--- config.mk ---
export PLATFORM = sky130hd
export DESIGN_NAME = inbound_xlate
export DESIGN_NICKNAME = d
export VERILOG_FILES = /design/src/rtl/ibx_pkg.sv /design/src/rtl/ibx_regs.sv /design/src/rtl/ibx_mask.sv /design/src/rtl/ibx_match.sv /design/src/rtl/inbound_xlate.sv
export SDC_FILE = /design/constraint.sdc
export NUM_CORES = 1
export LEC_CHECK = 0
export BUFFER_PORTS_ARGS = -buffer_cell sky130_fd_sc_hd__clkbuf_2
export CORE_ASPECT_RATIO = 1.4
export CORE_MARGIN = 5
export CORE_UTILIZATION = 49
export DETAILED_ROUTE_END_ITERATION = 8
export PLACE_DENSITY = 0.83
export SETUP_SLACK_MARGIN = 0.15
export SLEW_MARGIN = 25
export SYNTH_ARGS = -nofsm -noshare
export SYNTH_HDL_FRONTEND = slang
export SYNTH_SLANG_ARGS = --single-unit
--- constraint.sdc ---
create_clock -name clk -period 2 [get_ports clk]
set_input_delay 0 -clock clk [delete_from_list [all_inputs] [get_ports clk]]
set_output_delay 0 -clock clk [all_outputs]
set_load 0.02 [all_outputs]
--- src/rtl/ibx_pkg.sv ---
// Package: shared widths and limits for the inbound window translator.
// Assumes a 32-bit PCI address space and a 4 KB minimum window.
package ibx_pkg;
    localparam int ADDR_W   = 32;
    localparam int PAGE_LSB = 12;
    localparam int SZ_W     = 5;
    localparam int MIN_SZ   = 11;
    localparam int MAX_SZ   = 30;
    localparam logic [PAGE_LSB-1:0] BASE_RO_BITS = 12'h008;
    typedef logic [ADDR_W-1:0]        addr_t;
    typedef logic [ADDR_W-1:PAGE_LSB] page_t;
    typedef logic [SZ_W-1:0]          size_t;
endpackage

--- src/rtl/ibx_regs.sv ---
// Module: register file holding the window base, translation base and size code.
// Assumes full-word writes only; the read path is combinational.
module ibx_regs
    import ibx_pkg::*;
#(
    parameter int               REG_AW   = 8,
    parameter logic [REG_AW-1:0] BASE_OFF = 8'h10,
    parameter logic [REG_AW-1:0] XLAT_OFF = 8'h14
) (
    input  logic              clk,
    input  logic              rst_n,
    input  logic              wr,
    input  logic [REG_AW-1:0] addr,
    input  addr_t             wdata,
    output addr_t             rdata,
    output page_t             base_q,
    output page_t             xbase_q,
    output size_t             size_q
);
    logic unused_wbits;
    assign unused_wbits = ^wdata[PAGE_LSB-1:SZ_W];

    // Capture writes to the two defined offsets; clear on reset.
    always_ff @(posedge clk) begin
        if (!rst_n) begin
            base_q  <= '0;
            xbase_q <= '0;
            size_q  <= '0;
        end else if (wr) begin
            if (addr == BASE_OFF) begin
                base_q <= wdata[ADDR_W-1:PAGE_LSB];
            end else if (addr == XLAT_OFF) begin
                xbase_q <= wdata[ADDR_W-1:PAGE_LSB];
                size_q  <= wdata[SZ_W-1:0];
            end
        end
    end

    // Assemble read data with fixed and reserved fields.
    always_comb begin
        rdata = '0;
        if (addr == BASE_OFF) begin
            rdata = {base_q, BASE_RO_BITS};
        end else if (addr == XLAT_OFF) begin
            rdata = {xbase_q, {(PAGE_LSB-SZ_W){1'b0}}, size_q};
        end
    end
endmodule

--- src/rtl/ibx_mask.sv ---
// Module: turns the size code into an upper-bit mask and an enable.
// Assumes codes below MIN_SZ are disabled and codes above MAX_SZ are capped.
module ibx_mask
    import ibx_pkg::*;
(
    input  size_t size,
    output logic  en,
    output addr_t hi_mask
);
    logic [SZ_W:0] eff_n;

    // Clamp the size code at the 2 GB limit.
    always_comb begin
        eff_n = (size > size_t'(MAX_SZ)) ? (SZ_W+1)'(MAX_SZ) : {1'b0, size};
        en    = (size >= size_t'(MIN_SZ));
    end

    // One mask bit per address bit: set above the window size.
    for (genvar i = 0; i < ADDR_W; i++) begin : g_mask
        assign hi_mask[i] = ((SZ_W+1)'(i) > eff_n);
    end
endmodule

--- src/rtl/ibx_match.sv ---
// Module: compares the PCI address with the window and forms the local address.
// Assumes hi_mask has no bits set below PAGE_LSB whenever en is high.
module ibx_match
    import ibx_pkg::*;
(
    input  logic  en,
    input  addr_t hi_mask,
    input  addr_t pci,
    input  page_t base,
    input  page_t xbase,
    output logic  hit,
    output addr_t local_a
);
    addr_t base_full;
    addr_t xbase_full;

    // Decode the hit and splice the translated upper bits onto the offset.
    always_comb begin
        base_full  = {base,  {PAGE_LSB{1'b0}}};
        xbase_full = {xbase, {PAGE_LSB{1'b0}}};
        hit        = en && ((pci & hi_mask) == (base_full & hi_mask));
        local_a    = hit ? ((xbase_full & hi_mask) | (pci & ~hi_mask)) : '0;
    end
endmodule

--- src/rtl/inbound_xlate.sv ---
// Module: top of the inbound PCI window translator.
// Assumes a synchronous active-low reset and one window.
module inbound_xlate
    import ibx_pkg::*;
#(
    parameter int                REG_AW   = 8,
    parameter logic [REG_AW-1:0] BASE_OFF = 8'h10,
    parameter logic [REG_AW-1:0] XLAT_OFF = 8'h14
) (
    input  logic              clk,
    input  logic              rst_n,
    input  logic              reg_wr,
    input  logic [REG_AW-1:0] reg_addr,
    input  logic [31:0]       reg_wdata,
    output logic [31:0]       reg_rdata,
    input  logic [31:0]       pci_addr,
    output logic              win_hit,
    output logic [31:0]       local_addr
);
    page_t base_q;
    page_t xbase_q;
    size_t size_q;
    logic  win_en;
    addr_t hi_mask;

    ibx_regs #(.REG_AW(REG_AW), .BASE_OFF(BASE_OFF), .XLAT_OFF(XLAT_OFF)) u_regs (
        .clk(clk), .rst_n(rst_n), .wr(reg_wr), .addr(reg_addr),
        .wdata(reg_wdata), .rdata(reg_rdata),
        .base_q(base_q), .xbase_q(xbase_q), .size_q(size_q)
    );

    ibx_mask u_mask (.size(size_q), .en(win_en), .hi_mask(hi_mask));

    ibx_match u_match (
        .en(win_en), .hi_mask(hi_mask), .pci(pci_addr),
        .base(base_q), .xbase(xbase_q),
        .hit(win_hit), .local_a(local_addr)
    );
endmodule

# After elaboration in Yosys (flattened, before gate mapping)
# Index checks and enable logic that the tools add are counted.
totals:
  in_bits: 75
  ff_bits: 45
  wordCells: 54
op_classes:
  mux: 4
  order_cmp: 34
  eq_ne: 3
  n_reduce_logical: 3
  bitwise: 7
op_table:
  columns: ["cell", "count"]
  rows:
  - ["32-bit AND", 4]
  - ["5-bit by 6-bit greater-than comparator with 1-bit output (first input constant)", 16]
  - ["32-bit 2-to-1 mux", 3]
  - ["4-bit by 6-bit greater-than comparator with 1-bit output (first input constant)", 8]
  - ["32-bit equality test", 1]
  - ["32-bit inverter", 1]
  - ["32-bit bitwise OR", 1]
  - ["3-bit by 6-bit greater-than comparator with 1-bit output (first input constant)", 4]
  - ["8-bit by 5-bit equality test with 1-bit output (second input constant)", 2]
  - ["1-bit by 6-bit greater-than comparator with 1-bit output (first input constant)", 2]
  - ["2-bit by 6-bit greater-than comparator with 1-bit output (first input constant)", 2]
  - ["5-bit by 4-bit >= comparator with 1-bit output (second input constant)", 1]
  - ["5-bit greater-than comparator (second input constant)", 1]
  - ["5-bit 2-to-1 mux", 1]
  - ["3-bit AND reduction", 1]
  - ["2-bit AND reduction", 1]
  - ["1-bit logical AND", 1]
  - ["1-bit inverter", 1]

# Longest topological paths before layout
logic_depth:
  depth_word: 7
  depth_mapped: 8
  ltp_nobuf: 5

# Hierarchy
# From an unflattened synthesis, not the netlist that was laid out.
unflattened:
  cells_unflattened: 401
  area_unflattened_um2: 3530.9
modules_own_cells:
  columns: ["module", "cells_each", "seq_area_each_um2", "area_each_um2", "n_inst"]
  rows:
  - ["ibx_regs", 237, 900.9, 2137.0, 1]
  - ["ibx_match", 114, 0.0, 1077.3, 1]
  - ["ibx_mask", 50, 0.0, 316.6, 1]

# Worst setup path after synthesis
# Ideal clock, no wire load.
synth_path:
  path_type: "reg-to-output"
  start: "reg u_regs.size_q[0]"
  end: "out local_addr[0]"
  path_buffers: 1
  required_ns: 2.000
  arrival_time_ns: 2.153
  path_stages_with_launch: 7
  path_slack_ns: -0.153
  path_cell_list: "dfxtp_1 > buf_6 > a21oi_1 > or2_2 > a221oi_1 > nand3_2 > nor4b_1"
synth_via:
  elab_chain_len: 7
  word_cells_on_any_way: 44
synth_lines:
  columns: ["element", "line_no", "source"]
  rows:
  - ["start: declaration", "ibx_regs.sv:18", "output size_t size_q"]
  - ["start signal: assignment", "ibx_regs.sv:34", "size_q <= wdata[SZ_W-1:0];"]
  - ["5-bit greater-than comparator", "ibx_mask.sv:14", "eff_n = (size > size_t'(MAX_SZ)) ? (SZ_W+1)'(MAX_SZ) : {1'b0, size};"]
  - ["5-bit 2-to-1 mux", "ibx_mask.sv:14", null]
  - ["1-bit by 6-bit greater-than comparator with 1-bit output (tied with other cells)", "ibx_mask.sv:20", "assign hi_mask[i] = ((SZ_W+1)'(i) > eff_n);"]
  - ["32-bit AND / 32-bit inverter (equally long branches)", "ibx_match.sv:21, ibx_match.sv:22", null]
  - ["32-bit equality test / 32-bit AND (equally long branches)", "ibx_match.sv:21, ibx_match.sv:22", null]
  - ["1-bit logical AND / 32-bit bitwise OR (equally long branches)", "ibx_match.sv:21, ibx_match.sv:22", null]
  - ["32-bit 2-to-1 mux *", "ibx_match.sv:22", "local_a = hit ? ((xbase_full & hi_mask) | (pci & ~hi_mask)) : '0;"]
  - ["end: declaration", "inbound_xlate.sv:18", "output logic [31:0] local_addr"]
# Mark *: on every way between the ends. The rest lies on a longest branch, timed or not.

# Worst setup path in the final report
layout_path:
  start: "reg u_regs.size_q[2]"
  end: "out local_addr[30]"
# The elaborated chain is that of the path after synthesis.

==> out/qor.yml <==
final_layout:
  final_core_utilization: 0.829
  drive_gt1_frac: 0.459
  antenna_cells_inserted: 0
  mostFrequentLayoutCells: "sky130_fd_sc_hd__clkbuf_2 (92), sky130_fd_sc_hd__buf_4 (85), sky130_fd_sc_hd__nand2_1 (62)"
  nNetsFinal: 684
  final.fill_count: 395
  layout.cells.most_common: "sky130_fd_sc_hd__clkbuf_2"
  stdcell_area_sq_um: 5750
  area_grow_syn2layout_pct: 65.5
clock_tree:
  clock_tree.buffer_depth: 2
  htree_num_levels: 2
  clock_tree_from_tritoncts: "yes"
  clock-root-buffer: "sky130_fd_sc_hd__clkbuf_8"
  clock_insertion_delay_worst_skew_ps: 290
  clk_pin_slew_ps: 80
  clock_sinks: 45
  tritoncts.num_buffers: 5
pwr:
  p_seq_frac: 0.467
  p_int_mw: 1.44
  power-per-cell-area_nw_per_um2: 332
  switching_fraction: 0.245
  vdd.ir_drop.worst_mv: 0.624
  clock_power_share: 0.372
  switchingPower_uw: 467
  power_frac_comb: 0.161
  power_leakage_nw: 2.77
place:
  place_area_sq_um: 4770
  total_of_buffers_placed_on_input_and_output_ports: 125
  detailedPlacementHpwl_microns: 9220
  globalplace.congestion: 1.00
timing:
  finalWorstPathRequiredPeriod_ps: 2690
  setup_tns_ps: -16830
  hold-worst-slack_ps: 170
  setup_viol: 33
  slew-limit-headroom: 0.513
  fin_ws_ps: -688
  final_max_slew_viol_count: 0
  worst-slew-pin-transition_ps: 730
  final_report_hold_violation_count: 0
  finClkSkew_ps: 0
  setup_repair_after_global_routing_missed_its_margin: "true"
  max_freq_mhz: 372
  layout_worst_path_cycle_share: 1.34
critical_path:
  rr_endpoint: "u_regs.size_q[2]"
  critPathMaxFanout: 6
  timing.critical_path.slowest_cell_delay_ps: 410
  crit_family: "compound AO/OA/AOI/OAI gates"
  worstReg2RegStart: "u_regs.size_q[2]"
  timing.reg2reg.setup_slack_ps: 980
  worstSetupStartpointType: "flip-flop"
  worst_setup_path_end_kind: "output pin"
  worst-r2r-cell-count: 4
  crit_arrival_ps: 2690
  criticalPathCategory: "flip-flop to output pin"
  cp_slowest_cell: "sky130_fd_sc_hd__o41ai_2"
  worst-endpoint-required_ps: 2000
  cp-startpoint: "u_regs.size_q[2]"
  buffers_plus_inverters_on_the_worst_setup_path: 4
  crit_path_cell_chain: "buf_6 > o211a_1 > o22ai_2 > o41ai_2 > o2111ai_4 > buf_12 > clkbuf_16 > nor4_4 > buf_4"
logic_synthesis:
  synth_enable_flop_cells: 0
  seq_area_frac_synth: 0.259
  async_reset_ff_frac: 0
  synthDistinctLibCells: 58
  synth.largest_area_cell: "sky130_fd_sc_hd__dfxtp_1"
  top_cells_by_area_synth: "sky130_fd_sc_hd__dfxtp_1 (26%), sky130_fd_sc_hd__nor4_2 (10%), sky130_fd_sc_hd__a21boi_1 (9.5%)"
  avgSynthCellArea_sq_um: 8.50
  syn-instance-count: 409
  flop_and_latch_count_out_of_synthesis: 45
  synthDominantCellAreaShare: 0.259
  yosysWarningCount: 0
  synth_area_sq_um: 3470
  yosys_most_used_dff: "sky130_fd_sc_hd__dfxtp_1"
floorplan:
  dieArea_sq_um: 8900
  die_height_microns: 110
  core_area_sq_um: 6940
  die_x_microns: 81.2
  floorplan.initialDensity: 0.501
  fp-row-count: 36
  num_io_pins: 140
grt:
  grt_pass1_wl_microns: 20700
  grt.total_usage: 0.303
  antenna_found_initial: 0
  globalRoute.totalOverflow: 0
  first_global_vias: 4081
  grt_start_max_net_pins: 46
worst_hold_path:
  hold_path_depth: 3
  min-delay-path-class: "input pin to flip-flop"
  worstHoldEndpoint: "u_regs.size_q[1]"
  min_from: "reg_wr"
run_status:
  run_status: "complete, but fails checks"
  failed_checks: "negative setup slack"
routing:
  ant_nets: 0
  starting_drt_drc_count: 481
  num_vias: 4411
  detail_route.vias_per_cell: 6.26
  routed_wirelength_microns: 15500
  drt-pass1-iter-count: 6
  route.detailed.wl_per_inst_microns: 22.0
  post-route-drc-count: 0
job:
  max-cap-violations: 0
==> flip-flops by register name, indices dropped and copies added, names as in the netlist <==
name / cells
u_regs.xbase_q: 20
u_regs.size_q: 5
u_regs.base_q: 20
==> worst max path at each step <==
stage,end,cells past startpoint
after global placement,local_addr[0],8
after global routing,local_addr[30],9
after floorplan,local_addr[4],7
after CTS,local_addr[20],8
final,local_addr[30],9
after detailed placement,local_addr[0],8
==> power by group through the flow <==
stage          Clock (mW)  Sequential (mW)  Combinational, mW
3_3_place_gp            0            0.918              0.230
2_1_floorplan           0            0.918              0.125
4_1_cts             0.714            0.890              0.289
5_1_grt             0.752            0.891              0.324
3_5_place_dp            0            0.919              0.234
6_report            0.709            0.891              0.307
==> cells in the mapped netlist, drive strengths merged, types with 2 or more instances <==
| cell | count |
|---|---|
| clkbuf | 21 |
| a221oi | 3 |
| a21o | 2 |
| inv | 5 |
| nor2 | 4 |
| mux2i | 19 |
| o21ai | 9 |
| a22o | 20 |
| dfxtp | 45 |
| nor4b | 4 |
| nor4 | 30 |
| xnor2 | 12 |
| and2 | 4 |
| o31ai | 6 |
| nand2 | 63 |
| and3 | 2 |
| nand2b | 2 |
| nand3 | 48 |
| xor2 | 8 |
| a21oi | 3 |
| buf | 28 |
| or2 | 3 |
| a21boi | 45 |
==> tightest hold or removal path, delay by kind of cell <==
| kind | cells | cell delay (ps) |
|---|---|---|
| AOI/OAI and AO/OA | 1 | 50 |
| buffers and inverters | 1 | 220 |
| and+or+nand+nor | 1 | 140 |
==> layer usage <==
layer,global-route usage,vias up,share of wire
met1,0.340,2107,0.33
met5,0,-,0
met3,0.0352,99,0.079
li1,-,1887,-
met2,0.538,318,0.51
met4,0.182,0,0.081
==> per-stage QoR <==
stage	std cells	power, mW	setup slack (ps)
6_report	705	1.91	-688
5_1_grt	705	1.97	-742
4_1_cts	699	1.89	-409
3_5_place_dp	644	1.15	-227
3_3_place_gp	644	1.15	-234
2_1_floorplan	415	1.04	39.4
==> cells by family after synthesis <==
logic type                 Yosys count  synth area share
DFF                                 45             0.259
muxes                               19            0.0547
xor gates and xnor gates            20            0.0504
AOI/OAI and AO/OA                  103             0.234
other                                1           0.00108
buffers and inverters               54            0.0972
adders and majority gates            1           0.00288
and+or+nand+nor                    166             0.300
==> final cells by class <==
cell class	instances	area, sq um	area share
flip-flops and latches	45	920	0.160
inverters	5	18.8	0.00326
well taps	95	119	0.0207
clock inverters	2	37.5	0.00653
repair buffers	236	1910	0.332
clock buffers	6	82.6	0.0144
multi-input cells	316	2670	0.464
==> what timing repair did <==
item / in CTS / in global routing
hold endpoints to repair: 45 / 0
gates cloned: 2 / 2
setup endpoints to repair: 33 / 42
pin swaps: 11 / 5
hold buffers: 25 / 0
setup buffers: 20 / 4
resized for setup: 53 / 56
No activity file was read; power rests on OpenSTA's default activity.
